File: src/rtl/addr_pointer_regions.sv
module addr_pointer_regions #(
  parameter int ADDR_W = 13,
  parameter int PAGE_W = 5,
  parameter int ID_W = 128,
  parameter logic [127:0] ID_VALUE = 128'h0123_4567_89AB_CDEF_F0E1_D2C3_B4A5_9687
) (
  input  logic              clk,
  input  logic              rst_n,
  input  logic              load_en,
  input  logic [ADDR_W-1:0] load_addr,
  input  logic              load_id,
  input  logic              wr_step,
  input  logic              rd_step,
  input  logic [7:0]        arr_data,
  output logic [ADDR_W-1:0] ptr_addr,
  output logic [PAGE_W-1:0] page_index,
  output logic              in_id,
  output logic [7:0]        rd_data
);
  localparam int ID_BYTES = ID_W / 8;
  localparam int SEL_LO = 10;
  localparam logic [1:0] SEL_OK = 2'b10;

  logic [ADDR_W-1:0] ptr_q, ptr_d;
  logic              id_q, id_d;
  logic [PAGE_W-1:0] low_inc;
  logic [7:0]        id_byte;

  assign low_inc = ptr_q[PAGE_W-1:0] + 1'b1;

  always_comb begin
    ptr_d = ptr_q;
    id_d  = id_q;
    if (load_en) begin
      ptr_d = load_addr;
      id_d  = load_id;
    end else if (wr_step || (rd_step && id_q)) begin
      ptr_d = {ptr_q[ADDR_W-1:PAGE_W], low_inc};
    end else if (rd_step) begin
      ptr_d = ptr_q + 1'b1;
    end
  end

  always_ff @(posedge clk) begin
    if (!rst_n) begin
      ptr_q <= '0;
      id_q  <= 1'b0;
    end else begin
      ptr_q <= ptr_d;
      id_q  <= id_d;
    end
  end

  always_comb begin
    id_byte = 8'h00;
    if (ptr_q[SEL_LO+1:SEL_LO] != SEL_OK)
      id_byte = 8'hFF;
    else if (int'(ptr_q[PAGE_W-1:0]) < ID_BYTES)
      id_byte = ID_VALUE[ID_W-1-8*int'(ptr_q[PAGE_W-1:0]) -: 8];
  end

  assign ptr_addr   = ptr_q;
  assign page_index = ptr_q[PAGE_W-1:0];
  assign in_id      = id_q;
  assign rd_data    = id_q ? id_byte : arr_data;

  assert_load_R2: assert property (@(posedge clk) disable iff (!rst_n)
    load_en |=> (ptr_addr == $past(load_addr)) && (in_id == $past(load_id)));

  assert_write_row_fixed_R3: assert property (@(posedge clk) disable iff (!rst_n)
    (wr_step && !load_en) |=> (ptr_addr[ADDR_W-1:PAGE_W] == $past(ptr_addr[ADDR_W-1:PAGE_W]))
      && (page_index == $past(page_index) + 1'b1));

  assert_read_top_wrap_R4: assert property (@(posedge clk) disable iff (!rst_n)
    (rd_step && !wr_step && !load_en && !in_id && (&ptr_addr)) |=> (ptr_addr == '0));

  assert_id_read_row_fixed_R5: assert property (@(posedge clk) disable iff (!rst_n)
    (rd_step && !wr_step && !load_en && in_id) |=>
      (ptr_addr[ADDR_W-1:PAGE_W] == $past(ptr_addr[ADDR_W-1:PAGE_W])) && in_id);

  assert_idle_hold_R6: assert property (@(posedge clk) disable iff (!rst_n)
    (!load_en && !wr_step && !rd_step) |=> $stable(ptr_addr) && $stable(in_id));

  assert_main_data_R7: assert property (@(posedge clk) disable iff (!rst_n)
    !in_id |-> rd_data == arr_data);

  assert_id_tail_zero_R9: assert property (@(posedge clk) disable iff (!rst_n)
    (in_id && ptr_addr[SEL_LO+1:SEL_LO] == SEL_OK && int'(page_index) >= ID_BYTES) |-> rd_data == 8'h00);

  assert_bad_pattern_R10: assert property (@(posedge clk) disable iff (!rst_n)
    (in_id && ptr_addr[SEL_LO+1:SEL_LO] != SEL_OK) |-> rd_data == 8'hFF);
endmodule

File: config.mk
export PLATFORM = sky130hd
export DESIGN_NAME = addr_pointer_regions
export DESIGN_NICKNAME = d
export VERILOG_FILES = /design/src/rtl/addr_pointer_regions.sv
export SDC_FILE = /design/constraint.sdc
export NUM_CORES = 1
export LEC_CHECK = 0
export BUFFER_PORTS_ARGS = -buffer_cell sky130_fd_sc_hd__buf_2
export CAP_MARGIN = 25
export CELL_PAD_IN_SITES_DETAIL_PLACEMENT = 1
export CELL_PAD_IN_SITES_GLOBAL_PLACEMENT = 1
export CORE_MARGIN = 1.5
export CORE_UTILIZATION = 27
export DETAILED_ROUTE_END_ITERATION = 10
export PLACE_DENSITY_LB_ADDON = 0.1
export SYNTH_ARGS = -nofsm -noshare
export SYNTH_HDL_FRONTEND = slang
export SYNTH_SLANG_ARGS = --single-unit
File: constraint.sdc
create_clock -name clk -period 1.6 [get_ports clk]
set_clock_uncertainty 0.2 [all_clocks]
set_input_delay 0.24 -clock clk [delete_from_list [all_inputs] [get_ports clk]]
set_output_delay 0.24 -clock clk [all_outputs]
set_load 0.1 [all_outputs]
==> results of run 1 <==
routing by layer:
layer | up-vias | part of all wire (%)
met3 | 6 | 4.0
met2 | 35 | 55
met1 | 569 | 39
met5 | - | 0
met4 | 0 | 2.0
li1 | 574 | -
final timing paths:
check / start / end / slack (ns) / cells after the start
min reg2reg: ptr_addr[8] / ptr_addr[8] / 0.37 / 2
max reg2reg: ptr_addr[1] / ptr_addr[12] / -0.04 / 6
min: load_addr[7] / ptr_addr[7] / 0.007 / 3
max: ptr_addr[4] / rd_data[5] / -0.24 / 4
synth_stat cells (all sizes together):
cell     instances  area share (%)
a21oi           14             7.2
dfxtp           14              29
o21ai           13             6.7
buf              8             6.3
xnor2            8             7.2
inv              7             2.7
nor2             7             2.7
o22a             7             6.3
nand2            6             2.3
clkbuf           5             1.9
nor4             5             5.1
nor3             4             2.1
nand3            3             1.5
nor2b            3             1.9
a211oi           2             1.5
and2             2             1.3
mux2i            2             2.1
nand4            2             1.9
o21bai           2             1.5
xor2             2             1.8
ha               1             1.3
nand3b           1            0.77
nand4bb          1             1.7
nor3b            1            0.77
o211a            1             1.0
or2              1            0.64
or4              1             1.2
where the power goes:
group | total (mW) | switching, mW | internal [mW]
registers | 0.412 | 0.0420 | 0.370
clock network | 0.224 | 0.133 | 0.0906
logic | 0.854 | 0.552 | 0.302
final cells by class:
type | instances | area share [%]
flip-flops and latches | 14 | 15.79
multi-input cells | 89 | 41.02
well taps | 46 | 2.783
inverters | 7 | 1.270
repair buffers | 80 | 37.87
clock inverters | 1 | 0.1815
clock buffers | 3 | 1.089
sequential cells by signal (all words and copies together), names as in the netlist:
name	flops
in_id	1
ptr_addr	13
critical path: stages, from the launching register on:
cell and delay [ns]:
dfxtp_4 0.39, o21bai_2 0.22, a21oi_2 0.16, o22a_4 0.17, buf_12 0.16
through the flow:
stage / power (mW) / util, % / TNS (ns) / std cells
6_report: 1.489 / 61.02 / -1.883 / 240
5_1_grt: 1.558 / 61.02 / -2.903 / 240
3_3_place_gp: 1.150 / 50.46 / 0 / 221
3_5_place_dp: 1.162 / 50.46 / -0.07333 / 221
4_1_cts: 1.425 / 54.60 / -1.892 / 229
2_1_floorplan: 0.9423 / - / -2.907 / 123
repair_timing:
action / CTS / global route
resized for setup: 16 / 31
pin swaps: 7 / 13
hold buffers: 1 / 0
endpoints found under the setup margin: 15 / 17
cloned: 0 / 0
buffers inserted: 3 / 11
hold endpoints to repair: 1 / 0
logic make-up (layout without fill, tap and decap cells):
family	count (synthesis)	in the layout	synth area share (%)
flip-flops	14	14	28.72
AND/OR/NAND/NOR	37	37	23.85
XOR/XNOR	10	10	8.975
multiplexers	2	2	2.051
buffers and inverters	20	91	10.90
adder cells (fa/ha/maj)	1	1	1.282
AO/OA/AOI/OAI	39	39	24.23
==> impl_metrics.py, run 1 <==
metrics = {
    "status": {
        "run_status": "complete, but fails checks",
        "violations": "negative setup slack",
    },
    "cts": {
        "clk_path_buf_depth": 2,
        "cts_root_buf": "clkbuf_4",
        "cts_tree": "yes",
        "clock_latency_ns": 0.29,
        "cts_buffers": 3,
        "cts-htree-levels": 1,
        "clk_pin_slew_worst_paths_ns": 0.10,
        "cts.sinks": 14,
    },
    "timing": {
        "grt_setup_unrepaired": "true",
        "tightest_slew_ns": 0.5189,
        "setup_viol": 11,
        "final_max_slew_viol_count": 0,
        "finalHoldViolCount": 0,
        "max_freq_ghz": 0.5448,
        "slew_headroom_pct": 65.37,
        "period_needed_ns": 1.835,
        "fin_ws_ns": -0.2354,
        "hold_slack_ns": 0.007191,
        "period_share_pct": 114.7,
    },
    "route": {
        "drc_errors": 0,
        "drt-wirelength-per-cell_um": 16.39,
        "drtIter0Drc": 15,
        "antenna_left": 0,
        "finalWirelength_um": 3934,
        "drt_first_pass_iters": 3,
        "vias": 1184,
        "vias_per_cell": 4.933,
    },
    "placement": {
        "dpl-instance-area_um2": 1710,
        "place_ws_ns": -0.03673,
        "routabilityCongestion": 0.7605,
        "dp.final_hpwl_um": 2734,
        "port-buffer-count": 53,
    },
    "floorplanning": {
        "core_um2": 3390,
        "chipWidth_um": 63.12,
        "rows": 21,
        "top_level_ports": 54,
        "start_util_pct": 28.79,
        "die_h_um": 63.12,
        "dieArea_um2": 3984,
    },
    "yosys": {
        "synth_cell_type_count": 32,
        "avgSynthCellArea_um2": 7.934,
        "syn_inst": 123,
        "synth_nets": 151,
        "seq_area_frac_synth_pct": 28.72,
        "yosysWarnings": 0,
        "ys_ff_latch": 14,
        "syn_area_um2": 975.9,
    },
    "worst_setup_path": {
        "cp-start-kind": "flop",
        "crit_type": "reg -> out",
        "required_ns": 1.16,
        "end_kind": "output port",
        "critPathMaxFanout": 7,
        "arrival_ns": 1.40,
    },
    "global_route": {
        "grt_max_degree": 21,
        "busiest_layer": "met2",
        "grt_pass1_wl_um": 5499,
        "use_met2_pct": 32.05,
        "antenna_found_initial": 0,
        "overflow": 0,
        "use_met3_pct": 3.214,
        "grt_use_total_pct": 17.50,
        "grt_use_met1_pct": 19.96,
        "grt_pass1_vias": 1165,
    },
    "final_layout": {
        "nNetsFinal": 223,
        "seqCellArea_um2": 326.6,
        "area_growth_syn_to_layout_pct": 111.9,
        "final_area_um2": 2068,
        "multi_input_area_um2": 848.3,
        "n_fill_cell": 374,
        "drive_gt1_share_pct": 69.07,
        "final_common_cell": "buf_2",
        "antenna_cells": 0,
        "final_cell_mix": "30 x buf_2, 23 x buf_4, 18 x buf_12",
    },
    "pwr": {
        "p_leak_nw": 0.8932,
        "peakVddDrop_mv": 0.2978,
        "power.density_nw_per_um2": 720.0,
    },
    "min_path": {
        "hp-class": "in -> reg",
    },
    "job": {
        "drv_cap": 0,
    },
}
No activity file was read; power rests on OpenSTA's default activity.
==> run 2, diff against run 1 <==
CELL_PAD_IN_SITES_DETAIL_PLACEMENT = unset   (was 1)
CELL_PAD_IN_SITES_GLOBAL_PLACEMENT = unset   (was 1)
CORE_UTILIZATION = 39   (was 27)
PLACE_DENSITY = 0.75   (was unset)
PLACE_DENSITY_LB_ADDON = unset   (was 0.1)
SLEW_MARGIN = 40   (was unset)
==> impl_metrics.py, run 2 (synthesis gave the netlist of run 1 again) <==
metrics = {
    "route": {
        "drtIter0Drc": 24,
        "antenna_left": 0,
        "drt_first_pass_iters": 4,
        "drt-wirelength-per-cell_um": 16.46,
        "vias_per_cell": 5.493,
        "finalWirelength_um": 3637,
        "vias": 1214,
        "drc_errors": 0,
    },
    "final_layout": {
        "nNetsFinal": 222,
        "final_area_um2": 1974,
        "fin_util_pct": 85.95,
        "final_common_cell": "buf_2",
        "largest_reg_flops": 13,
        "area_growth_syn_to_layout_pct": 102.3,
        "instances_no_fill": 221,
        "seqCellArea_um2": 326.6,
        "final_cell_mix": "37 x buf_2, 20 x buf_4, 16 x buf_12",
        "drive_gt1_share_pct": 68.39,
        "multi_input_area_um2": 835.8,
        "antenna_cells": 0,
        "n_fill_cell": 120,
    },
    "floorplanning": {
        "core_um2": 2297,
        "die_h_um": 53.03,
        "dieArea_um2": 2812,
        "chipWidth_um": 53.03,
        "top_level_ports": 54,
        "start_util_pct": 42.48,
        "rows": 17,
    },
    "timing": {
        "period_needed_ns": 1.791,
        "slew_headroom_pct": 67.80,
        "period_share_pct": 112.0,
        "setup_viol": 11,
        "finalHoldViolCount": 0,
        "max_freq_ghz": 0.5583,
        "final_max_slew_viol_count": 0,
        "grt_setup_unrepaired": "true",
        "fin_ws_ns": -0.1913,
        "hold_slack_ns": 0.03305,
        "tightest_slew_ns": 0.4864,
    },
    "min_path": {
        "hp-class": "in -> reg",
    },
    "global_route": {
        "grt_pass1_vias": 1096,
        "grt_max_degree": 15,
        "antenna_found_initial": 0,
        "grt_use_total_pct": 23.18,
        "overflow": 0,
        "grt_pass1_wl_um": 4774,
    },
    "status": {
        "violations": "negative setup slack",
        "run_status": "complete, but fails checks",
    },
    "cts": {
        "clk_pin_slew_worst_paths_ns": 0.08,
        "cts_root_buf": "clkbuf_4",
        "cts_tree": "yes",
        "clk_path_buf_depth": 2,
        "cts_buffers": 3,
        "cts-htree-levels": 1,
        "clock_latency_ns": 0.27,
        "cts.sinks": 14,
    },
    "job": {
        "drv_cap": 0,
    },
    "placement": {
        "routabilityCongestion": 0.7874,
        "dp.final_hpwl_um": 2250,
        "port-buffer-count": 53,
        "dpl-instance-area_um2": 1650,
        "placed_cells": 200,
    },
    "worst_setup_path": {
        "cp-start-kind": "flop",
        "arrival_ns": 1.35,
        "required_ns": 1.16,
        "critPathMaxFanout": 7,
        "crit_type": "reg -> out",
        "end_kind": "output port",
    },
    "pwr": {
        "peakVddDrop_mv": 0.5815,
        "power.density_nw_per_um2": 734.5,
        "p_leak_nw": 0.8644,
    },
}
==> run 2: layout make-up <==
type,instances,share of cell area [%]
Clock buffer,4,1.331
Inverter,7,1.458
Multi-Input combinational cell,89,42.33
Sequential cell,14,16.54
Tap cell,28,1.774
Timing Repair Buffer,79,36.57
==> run 2: worst paths after layout <==
check	start	to	slack [ns]	cells past startpoint
setup / recovery	ptr_addr[10]	rd_data[1]	-0.19	4
hold / removal	load_addr[6]	ptr_addr[6]	0.03	3
setup reg to reg	ptr_addr[3]	ptr_addr[11]	-0.05	5
hold reg to reg	ptr_addr[8]	ptr_addr[8]	0.36	2
==> run 2: power by group <==
part,switching [mW],total (mW),internal [mW]
logic,0.545,0.830,0.286
registers,0.0465,0.416,0.370
clock network,0.107,0.203,0.0966
==> run 2: worst max-delay path, cell delays in order, from the launching register on <==
cell and delay (ns):
dfxtp_4 0.34, nand3b_1 0.19, buf_6 0.17, o22a_4 0.22, buf_12 0.16
==> run 2: what timing repair did <==
| action | 4_1_cts | 5_1_grt |
|---|---|---|
| hold buffers | 1 | 0 |
| gates resized for setup | 23 | 9 |
| pin swaps | 9 | 9 |
| endpoints found under the hold margin | 1 | 0 |
| endpoints found under the setup margin | 10 | 19 |
| buffers inserted | 4 | 12 |
==> run 2: metal layers <==
| metal | part of all wire [%] | up-vias | track usage [%] |
|---|---|---|---|
| met4 | 1.1 | 0 | 8.547 |
| met1 | 40 | 584 | 24.10 |
| li1 | - | 574 | - |
| met3 | 5.1 | 6 | 1.977 |
| met5 | 0 | - | 0 |
| met2 | 54 | 50 | 46.88 |
==> run 2: stage by stage <==
stage,setup TNS (ns),power (mW),setup WS (ns)
floorplan,-2.907,0.9423,-0.3024
global placement,0,1.129,0.007383
detailed placement,-0.01366,1.140,-0.01366
CTS,-1.282,1.393,-0.1519
global route,-2.101,1.504,-0.2286
finish,-1.455,1.450,-0.1913
==> run 3, diff against run 2 <==
--- a/config.mk
+++ b/config.mk
@@ -13,2 +13,3 @@
 export PLACE_DENSITY = 0.75
+export SETUP_SLACK_MARGIN = 0.3
 export SLEW_MARGIN = 40
==> constraint.sdc (replaced) <==
create_clock -name clk -period 1.6 [get_ports clk]
set_clock_uncertainty 0.2 [all_clocks]
set_input_delay 0 -clock clk [delete_from_list [all_inputs] [get_ports clk]]
set_output_delay 0 -clock clk [all_outputs]
set_load 0.1 [all_outputs]
==> impl_metrics.py, run 3 <==
metrics = {
    "yosys": {
        "synth_cell_type_count": 32,
        "ys_ff_latch": 14,
        "synth-edff-count": 0,
        "synth.top_cells.by_area": "dfxtp_1 29%, a21oi_1 7.2%, xnor2_1 7.2%",
        "yosys.area.top_type_share_pct": 28.72,
        "async_flop_share_pct": 0,
        "ys.flop_type": "dfxtp_1",
        "syn_inst": 123,
        "synth_nets": 151,
        "syn_area_um2": 975.9,
        "seq_area_frac_synth_pct": 28.72,
        "netlist_top_cells_count": "14 x a21oi_1, 14 x dfxtp_1, 13 x o21ai_0",
        "synth.largest_area_cell": "dfxtp_1",
        "yosysWarnings": 0,
        "avgSynthCellArea_um2": 7.934,
    },
    "status": {
        "tool.error": "[ERROR DPL-0038] Utilization greater than 100%, impossible to legalize",
        "stop_stage": "global routing",
        "run_status": "stopped before the end",
    },
    "placement": {
        "dp.final_hpwl_um": 2301,
        "port-buffer-count": 53,
        "dpl-instance-area_um2": 1524,
        "routabilityCongestion": 0.8040,
    },
    "floorplanning": {
        "rows": 17,
        "start_util_pct": 42.48,
        "die_h_um": 53.03,
        "chipWidth_um": 53.03,
        "top_level_ports": 54,
    },
    "timing": {
        "worstEpCategory": "primary output",
        "grt-worst-endpoint": "rd_data[7]",
    },
    "cts": {
        "cts_root_buf": "clkbuf_4",
        "cts-htree-levels": 1,
        "cts_buffers": 3,
        "clk_path_buf_depth": 2,
        "cts.sinks": 14,
    },
    "global_route": {
        "grt_max_degree": 21,
    },
}
-- run 3: through the flow --
| step | util, % | setup WS, ns | hold WS [ns] | setup TNS, ns | std cells |
|---|---|---|---|---|---|
| CTS | 95.53 | -0.02973 | 0.02553 | -0.1156 | 235 |
| global placement | 66.34 | 0.1070 | 0.02530 | 0 | 196 |
| detailed placement | 66.34 | 0.03363 | 0.03936 | 0 | 196 |
| floorplan | - | -0.1269 | -0.07320 | -1.113 | 123 |
-- run 3: cell families after synthesis --
logic type	after synthesis	share of synthesized area [%]
AO/OA/AOI/OAI	39	24.23
XOR/XNOR	10	8.975
adder cells (fa/ha/maj)	1	1.282
flip-flops	14	28.72
multiplexers	2	2.051
buffers and inverters	20	10.90
AND/OR/NAND/NOR	37	23.85
-- run 3: timing repair --
| item | in CTS |
|---|---|
| hold buffers | 16 |
| pin swaps | 28 |
| endpoints found under the hold margin | 14 |
| endpoints found under the setup margin | 32 |
| buffers inserted | 19 |
| resized for setup | 72 |
==> run 4, diff against run 3 <==
CORE_AREA = 2 2 63 65   (was unset)
CORE_MARGIN = unset   (was 1.5)
CORE_UTILIZATION = unset   (was 39)
DIE_AREA = 0 0 65 67   (was unset)
PLACE_DENSITY = unset   (was 0.75)
PLACE_DENSITY_LB_ADDON = 0.15   (was unset)
SETUP_SLACK_MARGIN = unset   (was 0.3)
clock period = 2.1 ns   (was 1.6 ns; I/O delays follow)
==> impl_metrics.py, run 4 (synthesis gave the netlist of run 1 again) <==
metrics = {
    "status": {
        "run_status": "completed",
    },
    "cts": {
        "cts.sinks": 14,
        "cts_root_buf": "clkbuf_8",
        "cts-htree-levels": 1,
        "postCtsSetupBuffers": 0,
        "cts_tree": "yes",
        "clock_latency_ns": 0.24,
        "cts_buffers": 3,
        "clk_pin_slew_worst_paths_ns": 0.06,
        "clk_path_buf_depth": 2,
    },
    "route": {
        "drt-wirelength-per-cell_um": 11.87,
        "vias_per_cell": 4.576,
        "antenna_left": 0,
        "vias": 1121,
        "drt_first_pass_iters": 3,
        "finalWirelength_um": 2909,
        "drc_errors": 0,
        "drtIter0Drc": 32,
    },
    "timing": {
        "final_max_slew_viol_count": 0,
        "fin_ws_ns": 0.09868,
        "setup_viol": 0,
        "hold_slack_ns": 0.1802,
        "max_freq_ghz": 0.4997,
        "period_needed_ns": 2.001,
        "tightest_slew_ns": 0.4984,
        "finalHoldViolCount": 0,
        "slew_headroom_pct": 66.74,
        "period_share_pct": 95.30,
        "grt_setup_unrepaired": "false",
    },
    "pwr": {
        "swShare_pct": 47.04,
        "peakVddDrop_mv": 0.2807,
        "p_seq_share_pct": 31.4,
        "switching_power_mw": 0.4859,
        "combPwrFrac_pct": 47.5,
        "p_int_mw": 0.5470,
        "p_leak_nw": 0.6732,
        "power.density_nw_per_um2": 642.9,
        "p_clk_share_pct": 21.1,
    },
    "placement": {
        "place_ws_ns": 0.4012,
        "dp.final_hpwl_um": 2010,
        "port-buffer-count": 53,
        "routabilityCongestion": 0.7301,
    },
    "final_layout": {
        "drive_gt1_share_pct": 41.62,
        "final_cell_mix": "53 x buf_2, 31 x dlygate4sd3_1, 14 x a21oi_1",
        "antenna_cells": 0,
        "largest_reg_flops": 13,
        "area_growth_syn_to_layout_pct": 64.62,
        "nNetsFinal": 227,
        "final_common_cell": "buf_2",
    },
    "worst_setup_path": {
        "arrival_ns": 1.93,
        "cp-start-kind": "input pin",
        "crit_type": "in -> reg",
        "cpMostUsedCell": "dlygate4sd3_1",
        "required_ns": 2.03,
        "crit_chain": "dlygate4sd3_1 > buf_2 > mux2i_1 > dlygate4sd3_1 > nor2b_1 > dlygate4sd3_1",
        "critPathMaxStageDelay_ns": 0.56,
        "end_kind": "flop",
        "crit_slowest_cell": "dlygate4sd3_1",
        "critPathMaxFanout": 1,
    },
    "global_route": {
        "overflow": 0,
        "antenna_found_initial": 0,
        "grt_max_degree": 21,
        "grt_pass1_wl_um": 4754,
        "grt_pass1_vias": 1113,
        "grt_use_total_pct": 13.92,
    },
    "floorplanning": {
        "rows": 22,
        "dieArea_um2": 4355,
        "top_level_ports": 54,
        "core_um2": 3606,
        "start_util_pct": 27.06,
        "die_h_um": 67,
        "chipWidth_um": 65,
    },
    "min_path": {
        "hp-class": "in -> reg",
    },
    "job": {
        "drv_cap": 0,
    },
}
## run 4: timing repair
action | 4_1_cts | 5_1_grt
hold buffers | 32 | 0
setup endpoints to repair | 0 | 3
gates resized for setup | 0 | 2
endpoints found under the hold margin | 14 | 0
## run 4: area by class of cell
type,instances,area [um^2]
fill,382,1999
multi-input combinational,89,605.6
timing repair buffer,84,575.6
sequential,14,297.8
tap,48,60.06
clock buffer,3,41.29
inverter,7,26.28
## run 4: final timing paths
path | startpoint | to | slack [ns] | cells after the start
setup / recovery | load_id | in_id | 0.1 | 6
hold / removal | rd_step | ptr_addr[8] | 0.18 | 5
setup reg to reg | in_id | in_id | 0.12 | 4
hold reg to reg | ptr_addr[8] | ptr_addr[8] | 0.36 | 2
## run 4: critical path: cells and delay by family
family	cells	cell delay [ns]
buf+inv	4	1.75
mux	1	0.14
simple gates	1	0.04
## run 4: metal layers
metal	vias up	track usage [%]	part of all wire [%]
met1	496	17.06	45
met4	0	5.585	1.0
li1	582	-	-
met5	-	0	0
met3	4	2.534	6.8
met2	39	23.97	48
## run 4: metrics by stage
| step | util, % | instance area (um^2) | cells | power, mW | setup TNS [ns] |
|---|---|---|---|---|---|
| 2_1_floorplan | - | 1005 | 123 | 0.7071 | -0.02532 |
| 3_3_place_gp | 34.66 | 1250 | 211 | 0.7704 | 0 |
| 3_5_place_dp | 34.66 | 1250 | 211 | 0.7722 | 0 |
| 4_1_cts | 44.69 | 1612 | 246 | 1.043 | 0 |
| 5_1_grt | 44.55 | 1607 | 245 | 1.080 | 0 |
| 6_report | 44.55 | 1607 | 245 | 1.033 | 0 |
## run 4: power groups by stage
stage	logic [mW]	registers, mW	clock network [mW]
floorplan	0.254	0.453	0
global placement	0.440	0.331	0
detailed placement	0.440	0.332	0
CTS	0.492	0.326	0.224
global route	0.514	0.329	0.237
finish	0.491	0.324	0.218
